<file path="src/rtl/rxv_pkg.sv">
package rxv_pkg;

   typedef logic [1:0] sym_t;

   // Parity pair produced by the encoder taps for one register word:
   // bit 1 from gen_a, bit 0 from gen_b.
   function automatic logic [1:0] branch_pair(input logic [31:0] taps,
                                              input logic [31:0] gen_a,
                                              input logic [31:0] gen_b);
      return {^(taps & gen_a), ^(taps & gen_b)};
   endfunction

   // Predecessor of state st whose dropped (oldest) bit equals hi.
   function automatic int pred_state(input int st, input int hi, input int sw);
      return ((st << 1) | hi) & ((1 << sw) - 1);
   endfunction

endpackage

</file>
<file path="src/rtl/rxv_acs.sv">
module rxv_acs
   import rxv_pkg::*;
#(
   parameter int K     = 3,
   parameter int GEN_A = 7,
   parameter int GEN_B = 5,
   parameter int PM_W  = 6,
   parameter int STATE = 0
) (
   input  sym_t            rx,
   input  logic [PM_W-1:0] pm_p0,
   input  logic [PM_W-1:0] pm_p1,
   output logic [PM_W-1:0] pm_next,
   output logic            pick_hi
);

   localparam int SW   = K - 1;
   localparam int U    = (STATE >> (SW - 1)) & 1;
   localparam int P0   = pred_state(STATE, 0, SW);
   localparam int P1   = pred_state(STATE, 1, SW);
   localparam int TAP0 = (U << SW) | P0;
   localparam int TAP1 = (U << SW) | P1;
   localparam logic [1:0] CW0 = branch_pair(32'(TAP0), 32'(GEN_A), 32'(GEN_B));
   localparam logic [1:0] CW1 = branch_pair(32'(TAP1), 32'(GEN_A), 32'(GEN_B));

   logic [1:0]      dist0, dist1;
   logic [PM_W-1:0] cand0, cand1;

   assign dist0 = {1'b0, rx[1] ^ CW0[1]} + {1'b0, rx[0] ^ CW0[0]};
   assign dist1 = {1'b0, rx[1] ^ CW1[1]} + {1'b0, rx[0] ^ CW1[0]};

   assign cand0 = pm_p0 + PM_W'(dist0);
   assign cand1 = pm_p1 + PM_W'(dist1);

   // strict compare: ties stay with the predecessor whose low bit is 0
   assign pick_hi = (cand1 < cand0);
   assign pm_next = pick_hi ? cand1 : cand0;

endmodule

</file>
<file path="src/rtl/rxv_minsel.sv">
module rxv_minsel #(
   parameter int N  = 4,
   parameter int W  = 6,
   parameter int IW = $clog2(N)
) (
   input  logic [N-1:0][W-1:0] vals,
   output logic [W-1:0]        min_val,
   output logic [IW-1:0]       min_idx
);

   always_comb begin
      min_val = vals[0];
      min_idx = '0;
      for (int i = 1; i < N; i++) begin
         if (vals[i] < min_val) begin
            min_val = vals[i];
            min_idx = IW'(i);
         end
      end
   end

endmodule

</file>
<file path="src/rtl/rxv_surv.sv">
module rxv_surv
   import rxv_pkg::*;
#(
   parameter int K        = 3,
   parameter int SURV_LEN = 15,
   parameter int NS       = 1 << (K - 1)
) (
   input  logic          clk,
   input  logic          rst_n,
   input  logic          step,
   input  logic [NS-1:0] pick_hi,
   output logic [NS-1:0] oldest
);

   localparam int SW = K - 1;

   logic [NS-1:0][SURV_LEN-1:0] sr_all;

   for (genvar s = 0; s < NS; s++) begin : g_state
      localparam int   P0 = pred_state(s, 0, SW);
      localparam int   P1 = pred_state(s, 1, SW);
      localparam logic U  = 1'((s >> (SW - 1)) & 1);

      logic [SURV_LEN-1:0] sr_q;
      logic [SURV_LEN-2:0] keep;

      assign keep = pick_hi[s] ? sr_all[P1][SURV_LEN-2:0] : sr_all[P0][SURV_LEN-2:0];

      always_ff @(posedge clk or negedge rst_n) begin
         if (!rst_n)    sr_q <= '0;
         else if (step) sr_q <= {keep, U};
      end

      assign sr_all[s] = sr_q;
      assign oldest[s] = sr_q[SURV_LEN-1];
   end

endmodule

</file>
<file path="src/rtl/rxv_decoder.sv">
module rxv_decoder
   import rxv_pkg::*;
#(
   parameter int K        = 3,
   parameter int GEN_A    = 7,
   parameter int GEN_B    = 5,
   parameter int SURV_LEN = 5 * K,
   parameter int PM_W     = 6,
   parameter int INIT_PEN = 8,
   parameter int NORM_THR = 32
) (
   input  logic       clk,
   input  logic       rst_n,
   input  logic       in_valid,
   input  logic [1:0] in_sym,
   output logic       out_valid,
   output logic       out_bit
);

   localparam int NS    = 1 << (K - 1);
   localparam int SW    = K - 1;
   localparam int CNT_W = $clog2(SURV_LEN + 1);
   localparam logic [CNT_W-1:0] FULL = CNT_W'(SURV_LEN);
   localparam logic [CNT_W-1:0] LAST = CNT_W'(SURV_LEN - 1);

   // elaboration-time parameter checks
   if (K < 3) begin : g_bad_k
      $error("rxv_decoder: K must be at least 3");
   end
   if (GEN_A >= (1 << K) || GEN_A < (1 << (K - 1)) ||
       GEN_B >= (1 << K) || GEN_B < (1 << (K - 1))) begin : g_bad_gen
      $error("rxv_decoder: generators must be K bits wide with the newest tap set");
   end
   if (SURV_LEN < 2) begin : g_bad_len
      $error("rxv_decoder: SURV_LEN must be at least 2");
   end
   if (NORM_THR < 1 || NORM_THR + INIT_PEN + 4 >= (1 << PM_W)) begin : g_bad_pm
      $error("rxv_decoder: PM_W too narrow for NORM_THR and INIT_PEN");
   end

   logic [NS-1:0][PM_W-1:0] pm_q, pm_raw, pm_d;
   logic [NS-1:0]           pick_hi;
   logic [NS-1:0]           oldest;
   logic [PM_W-1:0]         raw_min;
   logic [SW-1:0]           raw_best, best_q;
   logic                    norm;
   logic [CNT_W-1:0]        fill_q;
   logic                    out_vld_q;

   // add-compare-select, one unit per state
   for (genvar s = 0; s < NS; s++) begin : g_acs
      localparam int P0 = pred_state(s, 0, SW);
      localparam int P1 = pred_state(s, 1, SW);
      rxv_acs #(
         .K(K), .GEN_A(GEN_A), .GEN_B(GEN_B), .PM_W(PM_W), .STATE(s)
      ) u_acs (
         .rx      (in_sym),
         .pm_p0   (pm_q[P0]),
         .pm_p1   (pm_q[P1]),
         .pm_next (pm_raw[s]),
         .pick_hi (pick_hi[s])
      );
   end

   // minimum of the updated metrics: drives normalisation and best state
   rxv_minsel #(.N(NS), .W(PM_W), .IW(SW)) u_min (
      .vals    (pm_raw),
      .min_val (raw_min),
      .min_idx (raw_best)
   );

   assign norm = (raw_min >= PM_W'(NORM_THR));

   for (genvar s = 0; s < NS; s++) begin : g_norm
      assign pm_d[s] = norm ? (pm_raw[s] - raw_min) : pm_raw[s];
   end

   always_ff @(posedge clk or negedge rst_n) begin
      if (!rst_n) begin
         for (int s = 0; s < NS; s++)
            pm_q[s] <= (s == 0) ? '0 : PM_W'(INIT_PEN);
         best_q <= '0;
      end else if (in_valid) begin
         pm_q   <= pm_d;
         best_q <= raw_best;
      end
   end

   rxv_surv #(.K(K), .SURV_LEN(SURV_LEN), .NS(NS)) u_surv (
      .clk     (clk),
      .rst_n   (rst_n),
      .step    (in_valid),
      .pick_hi (pick_hi),
      .oldest  (oldest)
   );

   always_ff @(posedge clk or negedge rst_n) begin
      if (!rst_n) begin
         fill_q    <= '0;
         out_vld_q <= 1'b0;
      end else begin
         if (in_valid && fill_q != FULL) fill_q <= fill_q + 1'b1;
         out_vld_q <= in_valid && (fill_q >= LAST);
      end
   end

   assign out_valid = out_vld_q;
   assign out_bit   = oldest[best_q];

endmodule

</file>
<file path="config.mk">
export PLATFORM = sky130hd
export DESIGN_NAME = rxv_decoder
export DESIGN_NICKNAME = d
export VERILOG_FILES = /design/src/rtl/rxv_pkg.sv /design/src/rtl/rxv_acs.sv /design/src/rtl/rxv_minsel.sv /design/src/rtl/rxv_surv.sv /design/src/rtl/rxv_decoder.sv
export SDC_FILE = /design/constraint.sdc
export NUM_CORES = 1
export LEC_CHECK = 0
export BUFFER_PORTS_ARGS = -buffer_cell sky130_fd_sc_hd__buf_2
export CORE_MARGIN = 10
export CORE_UTILIZATION = 59
export DETAILED_ROUTE_END_ITERATION = 10
export HOLD_SLACK_MARGIN = 0.06
export PLACE_DENSITY = 0.78
export SLEW_MARGIN = 5
export SYNTH_ARGS = -nofsm -noshare
export SYNTH_HDL_FRONTEND = slang
export SYNTH_HIERARCHICAL = 1
export SYNTH_SLANG_ARGS = --single-unit
</file>
<file path="constraint.sdc">
create_clock -name clk -period 7.2 [get_ports clk]
set_input_delay 1.44 -clock clk [delete_from_list [all_inputs] [get_ports clk]]
set_output_delay 1.44 -clock clk [all_outputs]
set_load 0.05 [all_outputs]
</file>
**Word-level counts from Yosys, hierarchy flattened**

Index checks and enable logic that the tools add are counted.
Widths: inputs -> output; s select.

- $lt $le $gt $ge: 10
- Eq/ne operators: 1
- Add/subtract/negate cells: 17
- Reductions and logical operators: 2
- Bitwise logic cells: 2
- Multiplexer cells: 20

Operator list:

| operator | count |
|---|---|
| $mux 6 | 11 |
| $mux 14 | 4 |
| $add 6x2->6 | 8 |
| $lt 6x6->1 | 7 |
| $sub 6x6->6 | 4 |
| $add 1x1->2 | 4 |
| $ge 6x6->1 const B | 1 |
| $add 4x1->4 const B | 1 |
| $ge 4x4->1 const B | 1 |
| $mux 2 | 2 |
| $ne 4x4->1 const B | 1 |
| $lt 2x3->1 const B | 1 |
| $bmux 1 s2 | 1 |
| $logic_and 1x1->1 | 2 |
| $mux 1 | 2 |
| $not 1->1 | 2 |

- Bits in registers: 89
- Output and inout bits: 2
- Word-level logic and storage cells: 63
- Bits of input ports: 5

**Depth between registers and ports, before layout**

- Depth after elaboration: 13
- Depth in mapped cells: 41
- Mapped depth without buffers: 39

**Modules after synthesis**

Netlist, hierarchy kept.

By module, submodules not included:

| module | sequential area each (sq um) | area each (sq um) | instances | cells each |
|---|---|---|---|---|
| rxv_surv | 1376.3 | 2596.2 | 1 | 241 |
| rxv_decoder | 779.5 | 2348.5 | 1 | 242 |
| rxv_minsel | 0.0 | 800.8 | 1 | 95 |
| rxv_acs at g_acs[1].u_acs | 0.0 | 395.4 | 1 | 48 |
| rxv_acs at g_acs[2].u_acs | 0.0 | 395.4 | 1 | 47 |
| rxv_acs at g_acs[3].u_acs | 0.0 | 389.1 | 1 | 48 |
| rxv_acs at g_acs[0].u_acs | 0.0 | 386.6 | 1 | 47 |

**Least setup slack after synthesis**

Ideal clock, no wire load.

- Path kind: input -> register
- Start point: input in_sym[0]
- End point: register pm_q[17] (netlist name)
- Data arrival time: 8.927 ns
- Library setup time: 0.104 ns
- Data required time: 7.096 ns
- Stages: 37
- Slack: -1.831 ns
- Cells stage by stage: inv_1 > fa_1 > nor2b_1 > nand4_1 > xor2_1 > ha_1 > nand4_1 > a21oi_1 > a2111oi_4 > mux2i_1 > ha_1 > a21oi_1 > o21ai_0 > a21o_1 > buf_6 > mux2i_1 > ha_1 > o2111ai_1 > a21oi_1 > mux2_4 > o21ai_2 > nand2_4 > mux2_4 > ha_1 > a21o_1 > a21o_1 > a21o_1 > nor4b_1 > a31oi_2 > nand3_4 > mux2i_1 > inv_1 > ha_1 > nor2b_1 > o21a_1 > a311o_1 > o311ai_1

RTL lines:

| element | RTL line | source |
|---|---|---|
| start: declaration | rxv_decoder.sv:15 | `input logic [1:0] in_sym,` |
| end signal: indexed assignment | rxv_decoder.sv:81 | `pm_q[s] <= (s == 0) ? '0 : PM_W'(INIT_PEN);` |
| end signal: assignment | rxv_decoder.sv:84 | `pm_q <= pm_d;` |
| end: declaration | rxv_decoder.sv:41 | `logic [NS-1:0][PM_W-1:0] pm_q, pm_raw, pm_d;` |

==> impl_metrics.py <==
metrics = {
    "global_route": {
        "overflow": 0,
        "antenna_found_initial": 0,
        "grt_pass1_vias": 6875,
        "track_usage": 0.242,
        "grt_max_degree": 116,
        "grt_pass1_wl_um": 34600,
    },
    "hold_path": {
        "hold_class": "reg -> reg",
        "whs_path_depth": 1,
    },
    "synth": {
        "ys_warn_count": 6,
        "ys.flop_type": "dfrtp_1",
        "synthCells": 768,
        "syn-num-nets": 849,
        "synth_edf_count": 0,
        "synthArstFlopShare": 1.00,
        "synthesis.area_um2": 7310,
        "ys_ff_latch": 86,
        "ys_seq_area_frac": 0.295,
        "synth_cell_types": 56,
        "synth_area_per_cell_um2": 9.52,
    },
    "routing": {
        "vias": 7281,
        "drt_wl_total_um": 26200,
        "vias_per_cell": 6.65,
        "drc": 0,
        "drtIter0Drc": 1090,
        "ant_nets": 0,
        "dr.pass1.iters": 8,
        "wl_per_cell_um": 24.0,
    },
    "timing": {
        "fmax_mhz": 108,
        "finClkSkew_ns": 0.0129,
        "fin_ws_ns": -2.04,
        "min_period_ns": 9.24,
        "slew_headroom": 0.223,
        "timing.final.hold_violations": 0,
        "rsz0062_at_grt": "true",
        "setup_viol_count_final": 26,
        "worst_slew_pin_slew_ns": 1.17,
        "fin_crit_sh": 1.28,
        "drv_slew": 0,
    },
    "floorplanning": {
        "die_h_um": 131,
        "die_area_um2": 17200,
        "core-area_um2": 12100,
        "start_util": 0.606,
        "pin_count": 7,
        "num_rows": 40,
        "die_w_um": 131,
    },
    "clock_network": {
        "htree_levels": 3,
        "clk_path_buf_depth": 2,
        "clock_latency_ns": 0.35,
        "cts_tree": "yes",
        "cts.sinks": 86,
        "ctsHoldBuffers": 0,
        "path_clk_slew_ns": 0.07,
        "cts_buffers": 9,
        "cts_root_buf": "clkbuf_16",
    },
    "worst_setup_path": {
        "cp-end-kind": "flip-flop",
        "crit_top_cell": "ha_4",
        "critPathMaxStageDelay_ns": 0.37,
        "worstRegToRegCells": 39,
        "startpoint_type": "input port",
        "critPathSlowestCell": "fa_2",
        "crit_required_ns": 7.44,
        "critPathMaxFanout": 8,
        "arrival_ns": 9.47,
        "crit_type": "in -> reg",
    },
    "finish": {
        "multi_input_area_um2": 5270,
        "regArea_um2": 2160,
        "design_area_um2": 9680,
        "area_growth_pct": 32.3,
        "layout.cells.most_common_list": "buf_4, dfrtp_1, a21oi_1, mux2i_1",
        "diodes": 0,
        "final_nets": 1003,
        "nFillCells": 607,
        "drive_gt1_frac": 0.376,
        "final_common_cell": "buf_4",
    },
    "run": {
        "maxCapViolCount": 0,
    },
    "placed_design": {
        "dpl.hpwl_um": 14000,
        "port_buffers": 6,
        "globalplace.congestion": 0.945,
        "placed_area_um2": 8370,
    },
    "outcome": {
        "status": "finished with violations",
        "violations": "negative setup slack",
    },
}
-- metrics by stage --
| step | instances | setup slack [ns] | hold slack (ns) | TNS, ns | utilization |
|---|---|---|---|---|---|
| after floorplan | 768 | -1.41 | 0.439 | -31.52 | - |
| after global placement | 1036 | -1.76 | 0.451 | -40.71 | 0.694 |
| after detailed placement | 1036 | -2.01 | 0.459 | -46.63 | 0.694 |
| after CTS | 1076 | -1.24 | 0.476 | -26.86 | 0.767 |
| after global routing | 1095 | -2.08 | 0.508 | -45.91 | 0.802 |
| final | 1095 | -2.04 | 0.476 | -44.10 | 0.802 |
-- registers in the layout, summed over array words and instances, names as in the netlist --
signal               flops
best_q                   2
u_surv/g_state.sr_q     55
pm_q                    24
out_valid                1
fill_q                   4
-- synth_stat cells, types with 2 or more instances --
| cell type | n | share of area |
|---|---|---|
| a21oi_1 | 85 | 0.058 |
| mux2i_1 | 85 | 0.12 |
| dfrtp_1 | 83 | 0.28 |
| inv_1 | 76 | 0.039 |
| nor2_1 | 66 | 0.034 |
| ha_1 | 64 | 0.11 |
| nand3_1 | 28 | 0.019 |
| nand2_1 | 22 | 0.011 |
| xor2_1 | 22 | 0.026 |
| nor2b_1 | 16 | 0.014 |
| xnor2_1 | 15 | 0.018 |
| buf_2 | 14 | 0.0096 |
| nand4_1 | 14 | 0.012 |
| o21ai_0 | 13 | 0.0089 |
| a31oi_1 | 12 | 0.010 |
| fa_1 | 12 | 0.033 |
| buf_4 | 11 | 0.011 |
| buf_6 | 11 | 0.017 |
| a21o_1 | 9 | 0.0092 |
| mux2_4 | 9 | 0.018 |
| nand3b_1 | 9 | 0.0092 |
| mux2_2 | 8 | 0.012 |
| o211ai_1 | 8 | 0.0082 |
| and3_1 | 5 | 0.0043 |
| nand2b_1 | 5 | 0.0043 |
| o2111ai_1 | 5 | 0.0060 |
| o21ai_1 | 5 | 0.0034 |
| a311o_1 | 4 | 0.0055 |
| buf_12 | 4 | 0.011 |
| o21a_1 | 4 | 0.0041 |
| o311ai_1 | 4 | 0.0048 |
| or3_1 | 4 | 0.0034 |
| dfstp_2 | 3 | 0.011 |
| mux2_1 | 3 | 0.0046 |
| nor2b_2 | 3 | 0.0036 |
| nor3_1 | 3 | 0.0021 |
| a2111oi_4 | 2 | 0.0075 |
| a41o_1 | 2 | 0.0027 |
| o221a_1 | 2 | 0.0031 |
| or2_2 | 2 | 0.0017 |
-- routing by layer --
metal / GRT usage / wire, um / up-vias
met2: 0.416 / 12300 / 621
met3: 0.0480 / 2780 / 192
met1: 0.284 / 9330 / 3456
met5: 0 / 0 / -
met4: 0.111 / 1810 / 0
li1: - / - / 3012
-- path summary, 6_finish.rpt --
| path | to | from | slack (ns) |
|---|---|---|---|
| hold / removal | u_surv/g_state[3].sr_q[0] | u_surv/g_state[3].sr_q[0] | 0.48 |
| min in group asynchronous | pm_q[1] | rst_n | 0.88 |
| setup reg to reg | pm_q[11] | pm_q[6] | -1.29 |
| max in group asynchronous | best_q[1] | rst_n | 5.06 |
| setup / recovery | pm_q[11] | in_sym[1] | -2.04 |
| hold reg to reg | u_surv/g_state[3].sr_q[0] | u_surv/g_state[3].sr_q[0] | 0.48 |
-- final cells by class --
cell class                 instances  area share
multi-input combinational        565       0.544
sequential                        86       0.223
timing repair buffer             183       0.149
inverter                          77      0.0314
clock buffer                      10      0.0247
tap                              168      0.0217
clock inverter                     6     0.00569
-- timing repair --
item                                    4_1_cts  5_1_grt
pin swaps                                    47       19
buffers inserted                             24       17
endpoints found under the setup margin       26       26
gates resized for setup                      78       50
gates cloned                                  0        2
-- worst max-delay path: cells and delay by family --
kind                       cells  cell delay, ns
AOI/OAI and AO/OA             15            2.67
adders and majority gates      6            1.64
muxes                          5            1.50
and+or+nand+nor                6            1.08
buffers and inverters          6            0.88
xor gates and xnor gates       1            0.23
-- kinds of logic (layout without fill, tap and decap cells) --
group | count (synthesis) | in the layout | synth area share
and+or+nand+nor | 182 | 182 | 0.126
AOI/OAI and AO/OA | 164 | 164 | 0.150
buffers and inverters | 117 | 276 | 0.0883
muxes | 106 | 106 | 0.155
DFF | 86 | 86 | 0.295
adders and majority gates | 76 | 76 | 0.142
xor gates and xnor gates | 37 | 37 | 0.0443
Power is not shown: default switching activity piles up to over one toggle a cycle in this logic, so the estimate is an artifact.
